### src/rtl/mbist_pkg.sv
package mbist_pkg;

  typedef enum logic [1:0] {
    ST_IDLE  = 2'd0,
    ST_RUN   = 2'd1,
    ST_DRAIN = 2'd2
  } mb_state_e;

  localparam int unsigned ELEM_W    = 3;
  localparam logic [2:0]  ELEM_LAST = 3'd5;

  // element index is zero based internally: 0..5
  function automatic logic elem_reads(input logic [2:0] e);
    return e != 3'd0;
  endfunction

  function automatic logic elem_writes(input logic [2:0] e);
    return e != ELEM_LAST;
  endfunction

  function automatic logic elem_down(input logic [2:0] e);
    return e >= 3'd3;
  endfunction

  function automatic logic elem_rd_one(input logic [2:0] e);
    return (e == 3'd2) || (e == 3'd4);
  endfunction

  function automatic logic elem_wr_one(input logic [2:0] e);
    return (e == 3'd1) || (e == 3'd3);
  endfunction

endpackage

### src/rtl/mbist_seq.sv
module mbist_seq
  import mbist_pkg::*;
#(
  parameter int unsigned AW = 4,
  parameter int unsigned DW = 8
) (
  input  logic              clk,
  input  logic              rst_n,
  input  logic              dbg_en,
  input  logic              start,
  output logic [AW-1:0]     mem_addr,
  output logic [DW-1:0]     mem_wdata,
  output logic              mem_we,
  output logic              mem_re,
  output logic              busy,
  output logic              done,
  output logic              aborted,
  output logic              start_acc,
  output logic              cmp_vld,
  output logic [DW-1:0]     cmp_exp,
  output logic [AW-1:0]     cmp_addr,
  output logic [ELEM_W-1:0] cmp_elem
);

  localparam logic [AW-1:0] ADDR_TOP = {AW{1'b1}};
  localparam logic          PH_RD    = 1'b0;
  localparam logic          PH_WR    = 1'b1;

  mb_state_e         st_q, st_d;
  logic [2:0]        elem_q, elem_d;
  logic [AW-1:0]     addr_q, addr_d;
  logic              ph_q, ph_d;
  logic              busy_q, busy_d;
  logic              done_q, done_d;
  logic              abt_q, abt_d;
  logic [2:0]        elem_nx;
  logic [AW-1:0]     end_addr;
  logic              in_run;

  assign elem_nx  = 3'(elem_q + 3'd1);
  assign end_addr = elem_down(elem_q) ? '0 : ADDR_TOP;
  assign in_run   = (st_q == ST_RUN);

  // next-state logic
  always_comb begin
    st_d      = st_q;
    elem_d    = elem_q;
    addr_d    = addr_q;
    ph_d      = ph_q;
    busy_d    = busy_q;
    done_d    = 1'b0;
    abt_d     = abt_q;
    start_acc = 1'b0;
    unique case (st_q)
      ST_IDLE: begin
        if (start && dbg_en) begin
          start_acc = 1'b1;
          st_d      = ST_RUN;
          elem_d    = 3'd0;
          addr_d    = '0;
          ph_d      = PH_WR;
          busy_d    = 1'b1;
          abt_d     = 1'b0;
        end
      end
      ST_RUN: begin
        if (!dbg_en) begin
          st_d   = ST_IDLE;
          busy_d = 1'b0;
          abt_d  = 1'b1;
        end else if (elem_reads(elem_q) && elem_writes(elem_q) && (ph_q == PH_RD)) begin
          ph_d = PH_WR;
        end else if (addr_q == end_addr) begin
          if (elem_q == ELEM_LAST) begin
            st_d = ST_DRAIN;
          end else begin
            elem_d = elem_nx;
            addr_d = elem_down(elem_nx) ? ADDR_TOP : '0;
            ph_d   = PH_RD;
          end
        end else begin
          addr_d = elem_down(elem_q) ? AW'(addr_q - 1'b1) : AW'(addr_q + 1'b1);
          ph_d   = elem_reads(elem_q) ? PH_RD : PH_WR;
        end
      end
      ST_DRAIN: begin
        st_d   = ST_IDLE;
        busy_d = 1'b0;
        if (!dbg_en) begin
          abt_d = 1'b1;
        end else begin
          done_d = 1'b1;
        end
      end
      default: begin
        st_d   = ST_IDLE;
        busy_d = 1'b0;
      end
    endcase
  end

  // state registers
  always_ff @(posedge clk or negedge rst_n) begin
    if (!rst_n) begin
      st_q   <= ST_IDLE;
      elem_q <= 3'd0;
      addr_q <= '0;
      ph_q   <= PH_WR;
      busy_q <= 1'b0;
      done_q <= 1'b0;
      abt_q  <= 1'b0;
    end else begin
      st_q   <= st_d;
      elem_q <= elem_d;
      addr_q <= addr_d;
      ph_q   <= ph_d;
      busy_q <= busy_d;
      done_q <= done_d;
      abt_q  <= abt_d;
    end
  end

  assign mem_re    = in_run && (ph_q == PH_RD);
  assign mem_we    = in_run && (ph_q == PH_WR);
  assign mem_addr  = addr_q;
  assign mem_wdata = elem_wr_one(elem_q) ? {DW{1'b1}} : {DW{1'b0}};

  // compare pipeline: aligns expected value with one-cycle read latency
  logic              cv_q;
  logic [DW-1:0]     ce_q;
  logic [AW-1:0]     ca_q;
  logic [ELEM_W-1:0] cl_q;

  always_ff @(posedge clk or negedge rst_n) begin
    if (!rst_n) begin
      cv_q <= 1'b0;
      ce_q <= '0;
      ca_q <= '0;
      cl_q <= '0;
    end else begin
      cv_q <= mem_re;
      if (mem_re) begin
        ce_q <= elem_rd_one(elem_q) ? {DW{1'b1}} : {DW{1'b0}};
        ca_q <= addr_q;
        cl_q <= elem_q;
      end
    end
  end

  assign cmp_vld  = cv_q;
  assign cmp_exp  = ce_q;
  assign cmp_addr = ca_q;
  assign cmp_elem = cl_q;
  assign busy     = busy_q;
  assign done     = done_q;
  assign aborted  = abt_q;

endmodule

### src/rtl/mbist_cmp.sv
module mbist_cmp
  import mbist_pkg::*;
#(
  parameter int unsigned AW = 4,
  parameter int unsigned DW = 8
) (
  input  logic              clk,
  input  logic              rst_n,
  input  logic              clr,
  input  logic              cmp_vld,
  input  logic [DW-1:0]     cmp_exp,
  input  logic [AW-1:0]     cmp_addr,
  input  logic [ELEM_W-1:0] cmp_elem,
  input  logic [DW-1:0]     rdata,
  output logic              fail,
  output logic [AW-1:0]     fail_addr,
  output logic [ELEM_W-1:0] fail_elem,
  output logic [DW-1:0]     fail_data
);

  logic              fail_q;
  logic [AW-1:0]     fa_q;
  logic [ELEM_W-1:0] fe_q;
  logic [DW-1:0]     fd_q;
  logic              mism;
  logic              cap;

  always_comb begin
    mism = cmp_vld && (rdata != cmp_exp);
    cap  = mism && !fail_q;
  end

  always_ff @(posedge clk or negedge rst_n) begin
    if (!rst_n) begin
      fail_q <= 1'b0;
      fa_q   <= '0;
      fe_q   <= '0;
      fd_q   <= '0;
    end else if (clr) begin
      fail_q <= 1'b0;
      fa_q   <= '0;
      fe_q   <= '0;
      fd_q   <= '0;
    end else if (cap) begin
      fail_q <= 1'b1;
      fa_q   <= cmp_addr;
      fe_q   <= ELEM_W'(cmp_elem + 1'b1);
      fd_q   <= rdata;
    end
  end

  assign fail      = fail_q;
  assign fail_addr = fa_q;
  assign fail_elem = fe_q;
  assign fail_data = fd_q;

endmodule

### src/rtl/mbist_march_top.sv
module mbist_march_top
  import mbist_pkg::*;
#(
  parameter int unsigned AW = 4,
  parameter int unsigned DW = 8
) (
  input  logic          clk,
  input  logic          rst_n,
  input  logic          dbg_en,
  input  logic          start,
  output logic [AW-1:0] mem_addr,
  output logic [DW-1:0] mem_wdata,
  output logic          mem_we,
  output logic          mem_re,
  input  logic [DW-1:0] mem_rdata,
  output logic          busy,
  output logic          done,
  output logic          fail,
  output logic          aborted,
  output logic [AW-1:0] fail_addr,
  output logic [2:0]    fail_elem,
  output logic [DW-1:0] fail_data
);

  // reset: asserted asynchronously, released on a clock edge
  logic [1:0] rst_sync_q;
  logic       rst_int_n;

  always_ff @(posedge clk or negedge rst_n) begin
    if (!rst_n) begin
      rst_sync_q <= 2'b00;
    end else begin
      rst_sync_q <= {rst_sync_q[0], 1'b1};
    end
  end
  assign rst_int_n = rst_sync_q[1];

  logic              start_acc;
  logic              cmp_vld;
  logic [DW-1:0]     cmp_exp;
  logic [AW-1:0]     cmp_addr;
  logic [ELEM_W-1:0] cmp_elem;

  mbist_seq #(.AW(AW), .DW(DW)) u_seq (
    .clk       (clk),
    .rst_n     (rst_int_n),
    .dbg_en    (dbg_en),
    .start     (start),
    .mem_addr  (mem_addr),
    .mem_wdata (mem_wdata),
    .mem_we    (mem_we),
    .mem_re    (mem_re),
    .busy      (busy),
    .done      (done),
    .aborted   (aborted),
    .start_acc (start_acc),
    .cmp_vld   (cmp_vld),
    .cmp_exp   (cmp_exp),
    .cmp_addr  (cmp_addr),
    .cmp_elem  (cmp_elem)
  );

  mbist_cmp #(.AW(AW), .DW(DW)) u_cmp (
    .clk       (clk),
    .rst_n     (rst_int_n),
    .clr       (start_acc),
    .cmp_vld   (cmp_vld),
    .cmp_exp   (cmp_exp),
    .cmp_addr  (cmp_addr),
    .cmp_elem  (cmp_elem),
    .rdata     (mem_rdata),
    .fail      (fail),
    .fail_addr (fail_addr),
    .fail_elem (fail_elem),
    .fail_data (fail_data)
  );

endmodule

### config.mk
export PLATFORM = sky130hd
export DESIGN_NAME = mbist_march_top
export DESIGN_NICKNAME = d
export VERILOG_FILES = /design/src/rtl/mbist_pkg.sv /design/src/rtl/mbist_seq.sv /design/src/rtl/mbist_cmp.sv /design/src/rtl/mbist_march_top.sv
export SDC_FILE = /design/constraint.sdc
export NUM_CORES = 1
export LEC_CHECK = 0
export BUFFER_PORTS_ARGS = -buffer_cell sky130_fd_sc_hd__buf_4
export CAP_MARGIN = 20
export CORE_UTILIZATION = 40
export DETAILED_ROUTE_END_ITERATION = 8
export GPL_ROUTABILITY_DRIVEN = 0
export GPL_TIMING_DRIVEN = 1
export PLACE_DENSITY = 0.61
export RECOVER_POWER = 100
export SLEW_MARGIN = 5
export SYNTH_ARGS = -nofsm -noshare
export SYNTH_HDL_FRONTEND = slang
export SYNTH_SLANG_ARGS = --single-unit
### constraint.sdc
create_clock -name clk -period 1.3 [get_ports clk]
set_input_delay 0.195 -clock clk [delete_from_list [all_inputs] [get_ports clk]]
set_output_delay 0.195 -clock clk [all_outputs]
set_load 0.05 [all_outputs]
==> results_dict.tcl, run 1 <==
set metrics [dict create \
    clockBufferDepth 2 \
    synth-main-ff-cell "dfrtp_1" \
    slew-limit-headroom 0.623 \
    synth_seq_area_share 0.455 \
    fillers 393 \
    fin_crit_sh 2.00 \
    grt_max_degree 33 \
    slowest_stage "or4b_4" \
    clock_latency_ns 0.29 \
    synth-seq-cells 40 \
    synth_fp_nets 243 \
    htree_levels 2 \
    violations "negative setup slack" \
    max_stage_delay_ns 0.53 \
    fmax_ghz 0.385 \
    crit_chain "ha_4 -> ha_4 -> a211oi_4 -> inv_2 -> ha_4 -> nor4bb_4 -> mux2i_2 -> or4b_4 -> a21oi_2 -> mux2_2" \
    drc 0 \
    layout_common_cells "59 x buf_4, 35 x dfrtp_1, 26 x buf_6" \
    design_area_sq_um 3570 \
    cts_root_buffer "clkbuf_8" \
    async_flop_share 1.00 \
    p_leak_uw 0.00179 \
    place_area_sq_um 3060 \
    r2r-start "u_seq.elem_q[1]" \
    ir_worst_vdd_mv 1.08 \
    coreArea_sq_um 5200 \
    vias_per_cell 4.92 \
    crit_path_start "u_seq.elem_q[1]" \
    fin_crit_ns 2.60 \
    path_common_cell "ha_4" \
    place_ws_ns -1.31 \
    avgSynthCellArea_sq_um 10.1 \
    synth-edff-count 0 \
    wire_per_inst_microns 14.3 \
    cts_buffers 5 \
    tightest_slew_ns 0.559 \
    fp-row-count 26 \
    antenna_found_initial 0 \
    grt_pass1_wl_microns 9050 \
    power_uw 6810 \
    die_h_microns 76.2 \
    power_density_nw_per_um2 1910 \
    min_path_type "flip-flop to async pin" \
    cp_max_fo 3 \
    fin_ws_ns -1.30 \
    mostFrequentLayoutCell "buf_4" \
    finalHoldViolCount 0 \
    num_vias 1947 \
    worst-path-buf-inv 1 \
    syn2layout_area_growth_pct 62.1 \
    synthCells 217 \
    cp.required_ns 1.53 \
    drv_cap 0 \
    clock_sinks 40 \
    dp.final_hpwl_microns 3880 \
    end_kind "flip-flop" \
    num-nets-final 351 \
    antennaDiodeCount 0 \
    syn_area_sq_um 2200 \
    grt_overflow 0 \
    r2r_cells 10 \
    yosys_warnings 0 \
    drt-total-wl_microns 5650 \
    ys_types 46 \
    final_antenna_net_count 0 \
    dr.pass1.iters 4 \
    path_class "flip-flop to flip-flop" \
    die_area_sq_um 5810 \
    io_buffers 44 \
    outcome "complete, but fails checks" \
    drive_above_1_share 0.528 \
    ff2ff_setup_slack_ns -1.30 \
    critPathLaunchType "flip-flop" \
    ios 45 \
    fin_skew_ns 0.00416 \
    slew_violations 0 \
    crit_end "u_seq.elem_q[0]" \
    r2r-end "u_seq.elem_q[0]" \
    cp.depth 10 \
    rsz0062_at_grt "true" \
    cts_tree "done" \
    fin_util 0.686 \
    track_usage 0.196 \
    cp_top_family "simple AND/OR/NAND/NOR gates" \
    start_util 0.423 \
    clk_pin_slew_ns 0.08 \
    grt_pass1_vias 1928 \
    drt_iter0_drc 74 \
    setup_viol 41 \
    fp.dieW_microns 76.2 \
    worstPathArrival_ns 2.83 \
]
## power breakdown
| group | total, uW | internal [uW] | switching [uW] |
|---|---|---|---|
| clock | 1200 | 767 | 436 |
| combinational | 3770 | 1640 | 2130 |
| sequential | 1840 | 1590 | 246 |
## cells by family after synthesis
family,count (synthesis),share of synthesized area
and+or+nand+nor,62,0.139
AOI/OAI and AO/OA,48,0.151
DFF,40,0.455
buffers and inverters,29,0.0659
muxes,20,0.0926
adders and majority gates,14,0.0830
xor gates and xnor gates,3,0.0119
other,1,0.00170
## state kept, by name (all words and copies together), names as in the netlist, 2 cells and up
register and flops:
u_seq.cmp_addr 4, u_cmp.fail_elem 3, u_seq.st_q 2, u_seq.elem_q 3
rst_sync_q 2, u_cmp.fail_addr 4, u_seq.cmp_elem 3, u_seq.mem_addr 4
u_cmp.fail_data 8
## worst min-delay path by stage
stage	startpoint	endpoint	slack [ns]	cells after the start
after floorplan	rst_n	rst_sync_q[0]	-0.10	0
after global placement	rst_n	rst_sync_q[0]	-0.02	1
after detailed placement	rst_n	rst_sync_q[0]	-0.02	1
after CTS	rst_sync_q[1]	u_cmp.fail_data[3]	0.14	0
after global routing	rst_sync_q[1]	u_cmp.fail_data[3]	0.14	0
final	rst_sync_q[1]	u_cmp.fail_data[3]	0.10	0
## cell type report
class / instances / area [sq um] / area share
clock inverters: 2 / 60.1 / 0.0168
repair buffers: 118 / 1010 / 0.282
well taps: 70 / 87.6 / 0.0245
clock buffers: 6 / 72.6 / 0.0203
flip-flops and latches: 40 / 1010 / 0.282
multi-input cells: 148 / 1290 / 0.361
inverters: 12 / 48.8 / 0.0137
## timing repair
action                                 CTS  global route
endpoints found under the hold margin    2             0
cloned                                   1             1
hold buffers                             1             0
setup buffers                           10            10
setup endpoints to repair               47            47
gates resized for setup                 46            35
pin swaps                                7            22
## metal layers
layer | routed length (microns) | vias to the layer above | GRT usage | part of all wire
li1 | - | 961 | - | -
met1 | 2440 | 934 | 0.255 | 0.43
met2 | 2890 | 46 | 0.327 | 0.51
met3 | 232 | 6 | 0.0383 | 0.041
met4 | 87 | 0 | 0.0673 | 0.015
met5 | 0 | - | 0 | 0
## Yosys cell counts, drive strengths merged, types with 3 or more instances
master	number	area [sq um]
and2	3	18.8
clkbuf	7	26.3
a21oi	4	23.8
nand3b	3	22.5
nor3	3	15.0
mux2	3	33.8
a21o	6	45.0
buf	10	73.8
a22o	7	61.3
nor2	21	78.8
nand2	17	63.8
a211oi	3	35.0
ha	13	163
dfrtp	39	976
inv	12	45.0
mux2i	17	170
o21ai	18	90.1
## metrics by stage
step / std cells / setup TNS, ns / hold WS (ns)
after floorplan: 217 / -15.82 / -0.101
after global placement: 369 / -17.39 / -0.0225
after detailed placement: 369 / -19.06 / -0.0197
after CTS: 389 / -21.02 / 0.141
after global routing: 396 / -25.13 / 0.138
final: 396 / -21.76 / 0.102
## worst register-to-register path, delay by kind of cell (launching register included)
family | cells | cell delay (ns)
and+or+nand+nor | 2 | 0.81
adders and majority gates | 3 | 0.61
DFF | 1 | 0.43
muxes | 2 | 0.26
AOI/OAI and AO/OA | 2 | 0.33
buffers and inverters | 1 | 0.11
(Power assumes the default switching activity.)
==> run 2: changes to the inputs <==
- CORE_MARGIN: not set -> 8
==> results_dict.tcl, run 2 (synthesis results as in run 1) <==
set metrics [dict create \
    outcome "complete, but fails checks" \
    violations "negative setup slack" \
    setup_viol 44 \
    critPathLaunchType "flip-flop" \
    dp_cells 373 \
    fin_ws_ns -1.38 \
    antenna_found_initial 0 \
    r2r-end "u_seq.elem_q[0]" \
    wire_per_inst_microns 15.1 \
    stdcell_count 404 \
    cp.depth 11 \
    htree_levels 2 \
    path_common_cell "ha_4" \
    path_class "flip-flop to flip-flop" \
    vias_per_cell 4.91 \
    power_frac_comb 0.568 \
    slowest_stage "or4b_4" \
    drv_cap 0 \
    slew_violations 0 \
    cp_max_fo 3 \
    fin_skew_ns 0.00748 \
    finalHoldViolCount 0 \
    cp_top_family "simple AND/OR/NAND/NOR gates" \
    io_buffers 44 \
    grt_overflow 0 \
    syn2layout_area_growth_pct 65.1 \
    start_util 0.407 \
    num_vias 1985 \
    fin_util 0.673 \
    dr.pass1.iters 4 \
    ff2ff_setup_slack_ns -1.38 \
    grt_pass1_wl_microns 9590 \
    worst-path-buf-inv 2 \
    fin_crit_sh 2.06 \
    antennaDiodeCount 0 \
    min_path_type "input port to flip-flop" \
    p_int_uw 4190 \
    drive_above_1_share 0.518 \
    grt_max_degree 32 \
    seq_power_share 0.262 \
    layout_common_cells "66 x buf_4, 35 x dfrtp_1, 21 x clkbuf_2" \
    end_kind "flip-flop" \
    drt-total-wl_microns 6110 \
    cts_tree "done" \
    drt_iter0_drc 57 \
    num-nets-final 357 \
    fin_crit_ns 2.68 \
    fp.dieW_microns 90.2 \
    p_clk_frac 0.170 \
    p_sw_frac 0.405 \
    clock_sinks 40 \
    clk_pin_slew_ns 0.08 \
    dp.final_hpwl_microns 4190 \
    worstPathArrival_ns 2.91 \
    crit_end "u_seq.elem_q[0]" \
    drc 0 \
    power_density_nw_per_um2 1930 \
    track_usage 0.143 \
    die_h_microns 90.2 \
    grt_pass1_vias 1982 \
    clockBufferDepth 2 \
    final_antenna_net_count 0 \
    r2r_cells 11 \
    p_sw_uw 2850 \
    cp.required_ns 1.52 \
    crit_chain "ha_4 -> ha_4 -> a211oi_4 -> inv_2 -> ha_4 -> buf_4 -> and4_1 -> mux2i_2 -> or4b_4 -> a21oi_4 -> mux2_2" \
    clock_latency_ns 0.29 \
    die_area_sq_um 8140 \
    max_stage_delay_ns 0.55 \
    fmax_ghz 0.373 \
    fp-row-count 27 \
    crit_path_start "u_seq.elem_q[0]" \
    ir_worst_vdd_mv 1.01 \
    r2r-start "u_seq.elem_q[0]" \
    coreArea_sq_um 5410 \
    p_leak_uw 0.00183 \
    cts_root_buffer "clkbuf_8" \
    cts_buffers 5 \
    largest_reg_flops 8 \
    rsz0062_at_grt "true" \
    slew-limit-headroom 0.490 \
    ios 45 \
    tightest_slew_ns 0.764 \
    mostFrequentLayoutCell "buf_4" \
]
run 2: layout make-up:
class | instances | area [sq um]
Clock buffer | 6 | 72.6
Clock inverter | 2 | 60.1
Fill cell | 428 | 1770
Inverter | 12 | 48.8
Multi-Input combinational cell | 148 | 1280
Sequential cell | 40 | 1010
Tap cell | 72 | 90.1
Timing Repair Buffer | 124 | 1080
run 2: power groups by stage:
stage / logic [uW] / registers [uW] / clock network (uW)
after global placement: 3160 / 1850 / 0
final: 3990 / 1840 / 1200
after floorplan: 1240 / 2660 / 0
after detailed placement: 3200 / 1860 / 0
after global routing: 4250 / 1890 / 1280
after CTS: 3430 / 1840 / 1220
run 2: worst min path at each step:
stage | depth (start not counted) | end | startpoint | slack [ns]
global placement | 1 | rst_sync_q[1] | rst_n | -0.02
floorplan | 0 | rst_sync_q[0] | rst_n | -0.10
global route | 3 | u_cmp.fail_data[5] | mem_rdata[5] | 0.19
CTS | 3 | u_cmp.fail_data[4] | mem_rdata[4] | 0.17
detailed placement | 1 | rst_sync_q[0] | rst_n | -0.02
finish | 3 | u_cmp.fail_data[4] | mem_rdata[4] | 0.17
run 2: per-layer routing:
layer | vias to the layer above | track usage | wire length [microns]
met5 | - | 0 | 0
met4 | 0 | 0.0596 | 148
met3 | 17 | 0.0416 | 302
met2 | 56 | 0.231 | 2990
met1 | 940 | 0.173 | 2670
li1 | 972 | - | -
run 2: timing repair:
| action | 4_1_cts | 5_1_grt |
|---|---|---|
| cloned | 0 | 3 |
| hold buffers | 1 | 0 |
| pin swaps | 7 | 5 |
| setup buffers | 5 | 16 |
| hold endpoints to repair | 2 | 0 |
| setup endpoints to repair | 46 | 47 |
| resized for setup | 37 | 36 |
run 2: worst register-to-register path: stages, from the launching register on:
cell      delay, ns
dfrtp_2        0.43
ha_4           0.17
ha_4           0.16
a211oi_4       0.20
inv_2          0.11
ha_4           0.28
buf_4          0.10
and4_1         0.22
mux2i_2        0.09
or4b_4         0.55
a21oi_4        0.15
mux2_2         0.17
run 2: stage by stage:
stage          setup TNS (ns)  total power [uW]  area, sq um  hold slack [ns]  setup WS [ns]
6_report               -22.12              7030         3640            0.171          -1.38
5_1_grt                -25.24              7420         3640            0.190          -1.49
4_1_cts                -21.36              6490         3430            0.175          -1.34
3_5_place_dp           -18.65              5050         3090          -0.0177          -1.33
3_3_place_gp           -17.20              5010         3090          -0.0227          -1.27
2_1_floorplan          -15.82              3900         2340           -0.101          -1.50
